### config.mk
export PLATFORM = sky130hd
export DESIGN_NAME = sdh_irq_status
export DESIGN_NICKNAME = d
export VERILOG_FILES = /design/src/rtl/sdh_irq_pkg.sv /design/src/rtl/sdh_sync_bit.sv /design/src/rtl/sdh_sticky_byte.sv /design/src/rtl/sdh_card_detect.sv /design/src/rtl/sdh_irq_status.sv
export SDC_FILE = /design/constraint.sdc
export NUM_CORES = 1
export LEC_CHECK = 0
export BUFFER_PORTS_ARGS = -buffer_cell sky130_fd_sc_hd__buf_2
export CAP_MARGIN = 30
export CORE_AREA = 2 2 60 62
export DETAILED_ROUTE_END_ITERATION = 8
export DIE_AREA = 0 0 62 64
export PLACE_DENSITY = 0.79
export SETUP_SLACK_MARGIN = 0.05
export SKIP_CTS_REPAIR_TIMING = 1
export SYNTH_ARGS = -nofsm -noshare
export SYNTH_HDL_FRONTEND = slang
export SYNTH_SLANG_ARGS = --single-unit
### constraint.sdc
create_clock -name clk -period 3.3 [get_ports clk]
set_clock_uncertainty 0.2 [all_clocks]
set_input_delay 0.66 -clock clk [delete_from_list [all_inputs] [get_ports clk]]
set_output_delay 0.66 -clock clk [all_outputs]
set_load 0.1 [all_outputs]
### src/rtl/sdh_irq_pkg.sv
package sdh_irq_pkg;
  // Register addresses
  localparam int A_STS0 = 0;
  localparam int A_STS1 = 1;
  localparam int A_EN0  = 2;
  localparam int A_EN1  = 3;
  localparam int A_CTRL = 4;

  // Control byte bit positions
  localparam int C_MASTER  = 0;
  localparam int C_POL_HI  = 1;
  localparam int C_SEL_GPI = 2;
  localparam int C_SEL_D3  = 3;

  // Status byte 0 bit positions
  localparam int S0_WP     = 1;
  localparam int S0_CD_D3  = 2;
  localparam int S0_CD_GPI = 3;
  localparam int S0_MBLK   = 4;
  localparam int S0_BLK    = 5;
  localparam int S0_CHG    = 6;
  localparam int S0_INS    = 7;

  // Implemented-bit masks
  localparam logic [7:0] STS0_STICKY_MASK = 8'hF0;
  localparam logic [7:0] STS1_STICKY_MASK = 8'hFF;
  localparam logic [7:0] EN0_MASK         = 8'hF0;
  localparam logic [7:0] EN1_MASK         = 8'hFE;
  localparam logic [7:0] CTRL_MASK        = 8'h0F;

  typedef struct packed {
    logic sel_d3;
    logic sel_gpi;
    logic pol_hi;
    logic master;
  } ctrl_t;
endpackage

### src/rtl/sdh_sync_bit.sv
module sdh_sync_bit #(
  parameter int STAGES = 2
) (
  input  logic clk,
  input  logic rst,
  input  logic d,
  output logic q
);
  logic [STAGES-1:0] sh;

  generate
    if (STAGES == 1) begin : g_one
      always_ff @(posedge clk) begin
        if (rst) sh <= '0;
        else     sh <= d;
      end
    end else begin : g_chain
      always_ff @(posedge clk) begin
        if (rst) sh <= '0;
        else     sh <= {sh[STAGES-2:0], d};
      end
    end
  endgenerate

  assign q = sh[STAGES-1];
endmodule

### src/rtl/sdh_sticky_byte.sv
module sdh_sticky_byte #(
  parameter int         W    = 8,
  parameter logic [W-1:0] IMPL = '1
) (
  input  logic         clk,
  input  logic         rst,
  input  logic [W-1:0] set_i,
  input  logic         clr_we,
  input  logic [W-1:0] clr_bits,
  output logic [W-1:0] q
);
  logic [W-1:0] st;

  for (genvar i = 0; i < W; i++) begin : g_bit
    if (IMPL[i]) begin : g_impl
      always_ff @(posedge clk) begin
        if (rst)
          st[i] <= 1'b0;
        else if (set_i[i])
          st[i] <= 1'b1;                 // event wins over clear
        else if (clr_we && clr_bits[i])
          st[i] <= 1'b0;
      end
    end else begin : g_none
      assign st[i] = 1'b0;
    end
  end

  assign q = st;
endmodule

### src/rtl/sdh_card_detect.sv
module sdh_card_detect (
  input  logic clk,
  input  logic rst,
  input  logic gpi_s,
  input  logic dat3_s,
  input  logic pol_hi,
  input  logic sel_gpi,
  input  logic sel_d3,
  output logic chg_ev,
  output logic ins_ev
);
  logic gpi_present;
  logic present;
  logic present_q;

  assign gpi_present = pol_hi ? gpi_s : ~gpi_s;
  assign present     = (sel_gpi & gpi_present) | (sel_d3 & dat3_s);

  always_ff @(posedge clk) begin
    if (rst) present_q <= 1'b0;
    else     present_q <= present;
  end

  assign chg_ev = present ^ present_q;
  assign ins_ev = present & ~present_q;
endmodule

### src/rtl/sdh_irq_status.sv
module sdh_irq_status
  import sdh_irq_pkg::*;
#(
  parameter int DATA_W      = 8,
  parameter int ADDR_W      = 3,
  parameter int SYNC_STAGES = 2
) (
  input  logic              clk,
  input  logic              rst,
  input  logic [ADDR_W-1:0] reg_addr,
  input  logic              reg_wr_en,
  input  logic [DATA_W-1:0] reg_wr_data,
  output logic [DATA_W-1:0] reg_rd_data,
  input  logic              ev_sdio,
  input  logic              ev_cmd_done,
  input  logic              ev_rsp_tmo,
  input  logic              ev_autostop,
  input  logic              ev_data_tmo,
  input  logic              ev_rsp_crc,
  input  logic              ev_rd_crc,
  input  logic              ev_wr_crc,
  input  logic              ev_mblk_done,
  input  logic              ev_blk_done,
  input  logic              wp_in,
  input  logic              cd_gpi_in,
  input  logic              cd_dat3_in,
  output logic              irq
);
  localparam int NLVL = 3;

  // Synchronised level inputs: 0 write protect, 1 DAT3, 2 GPI
  logic [NLVL-1:0] lvl_raw;
  logic [NLVL-1:0] lvl_s;
  assign lvl_raw = {cd_gpi_in, cd_dat3_in, wp_in};

  for (genvar k = 0; k < NLVL; k++) begin : g_sync
    sdh_sync_bit #(.STAGES(SYNC_STAGES)) u_sync (
      .clk (clk),
      .rst (rst),
      .d   (lvl_raw[k]),
      .q   (lvl_s[k])
    );
  end

  // Control and enable registers
  ctrl_t             ctrl_q;
  logic [DATA_W-1:0] en0_q;
  logic [DATA_W-1:0] en1_q;

  logic wr_sts0, wr_sts1, wr_en0, wr_en1, wr_ctrl;
  assign wr_sts0 = reg_wr_en && (reg_addr == ADDR_W'(A_STS0));
  assign wr_sts1 = reg_wr_en && (reg_addr == ADDR_W'(A_STS1));
  assign wr_en0  = reg_wr_en && (reg_addr == ADDR_W'(A_EN0));
  assign wr_en1  = reg_wr_en && (reg_addr == ADDR_W'(A_EN1));
  assign wr_ctrl = reg_wr_en && (reg_addr == ADDR_W'(A_CTRL));

  always_ff @(posedge clk) begin
    if (rst) begin
      ctrl_q <= '0;
      en0_q  <= '0;
      en1_q  <= '0;
    end else begin
      if (wr_ctrl) ctrl_q <= ctrl_t'(reg_wr_data[3:0]);
      if (wr_en0)  en0_q  <= reg_wr_data & EN0_MASK;
      if (wr_en1)  en1_q  <= reg_wr_data & EN1_MASK;
    end
  end

  // Card detect edge events
  logic cd_chg, cd_ins;
  sdh_card_detect u_cd (
    .clk     (clk),
    .rst     (rst),
    .gpi_s   (lvl_s[2]),
    .dat3_s  (lvl_s[1]),
    .pol_hi  (ctrl_q.pol_hi),
    .sel_gpi (ctrl_q.sel_gpi),
    .sel_d3  (ctrl_q.sel_d3),
    .chg_ev  (cd_chg),
    .ins_ev  (cd_ins)
  );

  // Sticky status bytes
  logic [DATA_W-1:0] set0, set1;
  logic [DATA_W-1:0] sts0_q, sts1_q;

  always_comb begin
    set0         = '0;
    set0[S0_MBLK] = ev_mblk_done;
    set0[S0_BLK]  = ev_blk_done;
    set0[S0_CHG]  = cd_chg;
    set0[S0_INS]  = cd_ins;
  end

  assign set1 = {ev_wr_crc, ev_rd_crc, ev_rsp_crc, ev_data_tmo,
                 ev_autostop, ev_rsp_tmo, ev_cmd_done, ev_sdio};

  sdh_sticky_byte #(.W(DATA_W), .IMPL(STS0_STICKY_MASK)) u_sts0 (
    .clk      (clk),
    .rst      (rst),
    .set_i    (set0),
    .clr_we   (wr_sts0),
    .clr_bits (reg_wr_data),
    .q        (sts0_q)
  );

  sdh_sticky_byte #(.W(DATA_W), .IMPL(STS1_STICKY_MASK)) u_sts1 (
    .clk      (clk),
    .rst      (rst),
    .set_i    (set1),
    .clr_we   (wr_sts1),
    .clr_bits (reg_wr_data),
    .q        (sts1_q)
  );

  // Level bits merged into status byte 0
  logic [DATA_W-1:0] lvl_byte;
  always_comb begin
    lvl_byte            = '0;
    lvl_byte[S0_WP]     = lvl_s[0];
    lvl_byte[S0_CD_D3]  = lvl_s[1];
    lvl_byte[S0_CD_GPI] = lvl_s[2];
  end

  // Interrupt
  logic irq_next;
  assign irq_next = ctrl_q.master & (|((sts0_q & en0_q) | (sts1_q & en1_q)));

  always_ff @(posedge clk) begin
    if (rst) irq <= 1'b0;
    else     irq <= irq_next;
  end

  // Registered read port
  logic [DATA_W-1:0] rd_mux;
  always_comb begin
    unique case (reg_addr)
      ADDR_W'(A_STS0): rd_mux = sts0_q | lvl_byte;
      ADDR_W'(A_STS1): rd_mux = sts1_q;
      ADDR_W'(A_EN0):  rd_mux = en0_q;
      ADDR_W'(A_EN1):  rd_mux = en1_q;
      ADDR_W'(A_CTRL): rd_mux = DATA_W'({4'b0, ctrl_q});
      default:         rd_mux = '0;
    endcase
  end

  always_ff @(posedge clk) begin
    if (rst) reg_rd_data <= '0;
    else     reg_rd_data <= rd_mux;
  end
endmodule

# Yosys cells after proc, flatten, opt, wreduce, memory -nomap -nowiden
# Cells that the tools add are included.
dict set report word_totals {
  register_bits 43
  inputBits 27
  out_inout_bits 9
  wordCells 97
}
dict set report classes {
  eq_ne 4
  n_mux 26
  n_bitwise 12
  n_reduce_logical 31
}
# cell n
set op_table {}
lappend op_table {{$pmux 8 s5} 1}
lappend op_table {{$mux 1} 25}
lappend op_table {{$reduce_bool 2->1} 12}
lappend op_table {{$logic_and 1x1->1} 17}
lappend op_table {{$and 8x8->8} 2}
lappend op_table {{$or 8x4->8} 1}
lappend op_table {{$or 8x8->8} 1}
lappend op_table {{$reduce_or 8->1} 1}
lappend op_table {{$eq 3x2->1 const B} 2}
lappend op_table {{$and 1x1->1} 4}
lappend op_table {{$eq 3x1->1 const B} 1}
lappend op_table {{$eq 3x3->1 const B} 1}
lappend op_table {{$logic_not 3->1} 1}
lappend op_table {{$not 1->1} 2}
lappend op_table {{$or 1x1->1} 1}
lappend op_table {{$xor 1x1->1} 1}

# Depth between registers and ports, before layout
dict set report depth {
  word_depth 6
  mapped_depth 5
  mapped_depth_nobuf 5
}

# Cells and area by module
# From an unflattened synthesis, not the netlist that was laid out.
dict set report unflattened {
  hier_cells 190
  area_unflattened_um2 1911.8
}
# module n_inst cells_each area_per_inst_um2 seq_area_each_um2
set modules_own_cells {}
lappend modules_own_cells {sdh_irq_status 1 114 1139.8 480.5}
lappend modules_own_cells {{sdh_sticky_byte at u_sts1} 1 34 359.1 160.2}
lappend modules_own_cells {{sdh_sticky_byte at u_sts0} 1 21 178.9 80.1}
lappend modules_own_cells {sdh_sync_bit 3 4 52.6 40.0}
lappend modules_own_cells {sdh_card_detect 1 9 76.3 20.0}

# Worst setup path before layout
# No wires, ideal clock.
dict set report synth_timing {
  path_kind {register -> output}
  start {register irq}
  end {output irq}
  arrival_ps 909
  required_ps 2440
  slack_ps 1531
  path_stages_with_launch 1
  cell_sequence {dfxtp_1}
}
# element line
set synth_rtl {}
lappend synth_rtl {{from (decl)} sdh_irq_status.sv:27} ;# output logic irq
lappend synth_rtl {{from (signal assigned)} sdh_irq_status.sv:131} ;# else irq <= irq_next;
# No word-level cell between the ends.

# Final worst setup path
dict set report layout_timing {
  start {register reg_rd_data[3]}
  end {output reg_rd_data[3]}
}
# element line
set layout_rtl {}
lappend layout_rtl {{from (decl)} sdh_irq_status.sv:13} ;# output logic [DATA_W-1:0] reg_rd_data,
lappend layout_rtl {{from (signal assigned)} sdh_irq_status.sv:149} ;# else reg_rd_data <= rd_mux;
# No word-level cell between the ends.

==> impl_metrics.json <==
{
  "cp_num_buf_inv": 1,
  "rsz0062_at_grt": "false",
  "clkTransAtPathRegs_ps": 120,
  "ant_nets": 0,
  "clockBufferDepth": 2,
  "synthToLayoutAreaGrowth_pct": 12.2,
  "fp.dieW_um": 62,
  "syn_inst": 172,
  "finalPower_mw": 0.978,
  "place_congestion": 0.849,
  "overflow": 0,
  "final_net_count": 228,
  "cts_tree": "built",
  "htreeDepth": 2,
  "ys_ff_latch": 43,
  "seq_area_frac_synth": 0.481,
  "placed_cells": 239,
  "max_cap_violations": 0,
  "max_slew.worst_pin.slew_ps": 730,
  "wl_per_cell_um": 13.9,
  "max_freq_mhz": 507,
  "core_area_um2": 3280,
  "slew_viol_final": 0,
  "wirelength_um": 3420,
  "placementRows": 21,
  "firstDrtPassIters": 4,
  "track_usage": 0.198,
  "synth_area_per_cell_um2": 10.4,
  "die_y_um": 64,
  "drt-met1-wl_um": 1580,
  "dpl_worst_slack_ps": 1020,
  "end_kind": "output pin",
  "met2_length_um": 1580,
  "hold_viol": 0,
  "multiInputGateArea_um2": 797,
  "crit_family": "buffers and inverters",
  "placed_cell_area_um2": 1940,
  "peakVddDrop_mv": 0.231,
  "drt_iter0_markers": 60,
  "stdcell_count": 246,
  "drc": 0,
  "worst_ep_required_time_ps": 2440,
  "cp-start-kind": "flop",
  "ios": 36,
  "clk_latency_ps": 360,
  "yosysWarnings": 0,
  "syn_area_um2": 1790,
  "synth_nets": 200,
  "finalCritPeriodShare": 0.598,
  "fin_crit_ps": 1970,
  "clock_sinks": 43,
  "slowest_delay_ps": 420,
  "grt_pass1_wl_um": 5730,
  "hpwl_um": 2470,
  "routed-wl-met3_um": 196,
  "mostFrequentLayoutCell": "dfxtp_1",
  "setup_violations": 0,
  "fin_tns_setup_ps": 0,
  "top_layer": "met4",
  "post_drt_via_cell_ratio": 5.42,
  "clockRootBuffer": "clkbuf_4",
  "initial_utilization": 0.544,
  "final_area_um2": 2010,
  "via_count": 1333,
  "worst_hold_path_type": "reg -> reg",
  "critPathKind": "reg -> out",
  "worst_slack_ps": 1330,
  "register_area_um2": 861,
  "synth.distinct_cells": 27,
  "path_cells": "buf_2",
  "grt_pass1_vias": 1247,
  "cts_buffers": 5,
  "fin_util": 0.611,
  "p_leak_nw": 0.854,
  "layout_common_cells": "dfxtp_1 (43), buf_2 (35), nor2_1 (27)",
  "slew_headroom": 0.513,
  "n_antenna_cell": 0,
  "cp_max_fo": 1,
  "drive_above_1_share": 0.240,
  "fillers": 283,
  "worstPathArrival_ps": 1110,
  "outcome": "finished, final reports clean",
  "power.density_nw_per_um2": 487,
  "antenna_found_initial": 0,
  "whs_ps": 248,
  "grt_max_degree": 44,
  "die_area_um2": 3970,
  "slowest_stage": "buf_2",
  "io_buffers": 35
}
==> power by group <==
group,switching (mW),internal (mW)
Combinational,0.0684,0.0438
Clock,0.156,0.156
Sequential,0.0132,0.540
Total,0.238,0.740
==> registers in the layout, summed over array words and instances, names as in the netlist <==
register,flops
ctrl_q,4
en0_q,4
en1_q,7
g_sync.u_sync.sh,6
irq,1
reg_rd_data,8
u_cd.present_q,1
u_sts0.q,4
u_sts1.q,8
==> logic make-up after synthesis <==
| group | count (synthesis) | synth area share |
|---|---|---|
| flip-flops | 43 | 0.481 |
| multiplexers | 22 | 0.151 |
| buffers and inverters | 26 | 0.0728 |
| adder cells (fa/ha/maj) | 1 | 0.00700 |
| AO/OA/AOI/OAI | 29 | 0.132 |
| AND/OR/NAND/NOR | 50 | 0.150 |
| XOR/XNOR | 1 | 0.00490 |
==> cells in the mapped netlist (all sizes together) <==
cell type	number	share of area
mux2i	18	0.10
nand2b	1	0.0035
nor3b	4	0.017
xnor2	1	0.0049
o21a	3	0.013
mux4	4	0.050
clkbuf	7	0.016
nand4b	1	0.0049
nor2b	8	0.028
a211oi	4	0.017
nor4b	1	0.0049
a31oi	4	0.014
dfxtp	43	0.48
a222oi	1	0.0056
nand3b	2	0.0084
and4bb	3	0.021
a311oi	12	0.059
a221oi	2	0.0098
inv	12	0.025
nor2	27	0.057
ha	1	0.0070
buf	7	0.031
a22o	3	0.015
nand2	3	0.0063
==> worst paths after layout <==
kind / start / to / slack [ps] / cells after the start
max: reg_rd_data[3]$_SDFF_PP0_ / reg_rd_data[3] / 1330 / 1
min: g_sync[1].u_sync.sh[0]$_SDFF_PP0_ / g_sync[1].u_sync.sh[1]$_SDFF_PP0_ / 250 / 1
max reg2reg: ctrl_q[1]$_SDFFE_PP0P_ / u_sts0.q[6]$_SDFFE_PP0P_ / 1620 / 5
min reg2reg: g_sync[1].u_sync.sh[0]$_SDFF_PP0_ / g_sync[1].u_sync.sh[1]$_SDFF_PP0_ / 250 / 1
==> metal layers <==
layer | vias to the layer above | global-route usage
met4 | 0 | 0.0771
met1 | 627 | 0.259
met3 | 5 | 0.0749
met2 | 35 | 0.292
li1 | 666 | -
met5 | - | 0
==> area by class of cell <==
type,count,area share
Sequential cell,43,0.429
Multi-Input combinational cell,103,0.397
Timing Repair Buffer,35,0.0873
Tap cell,46,0.0287
Inverter,12,0.0224
Clock buffer,6,0.0206
Clock inverter,1,0.0150
No activity file was read; power rests on OpenSTA's default activity.
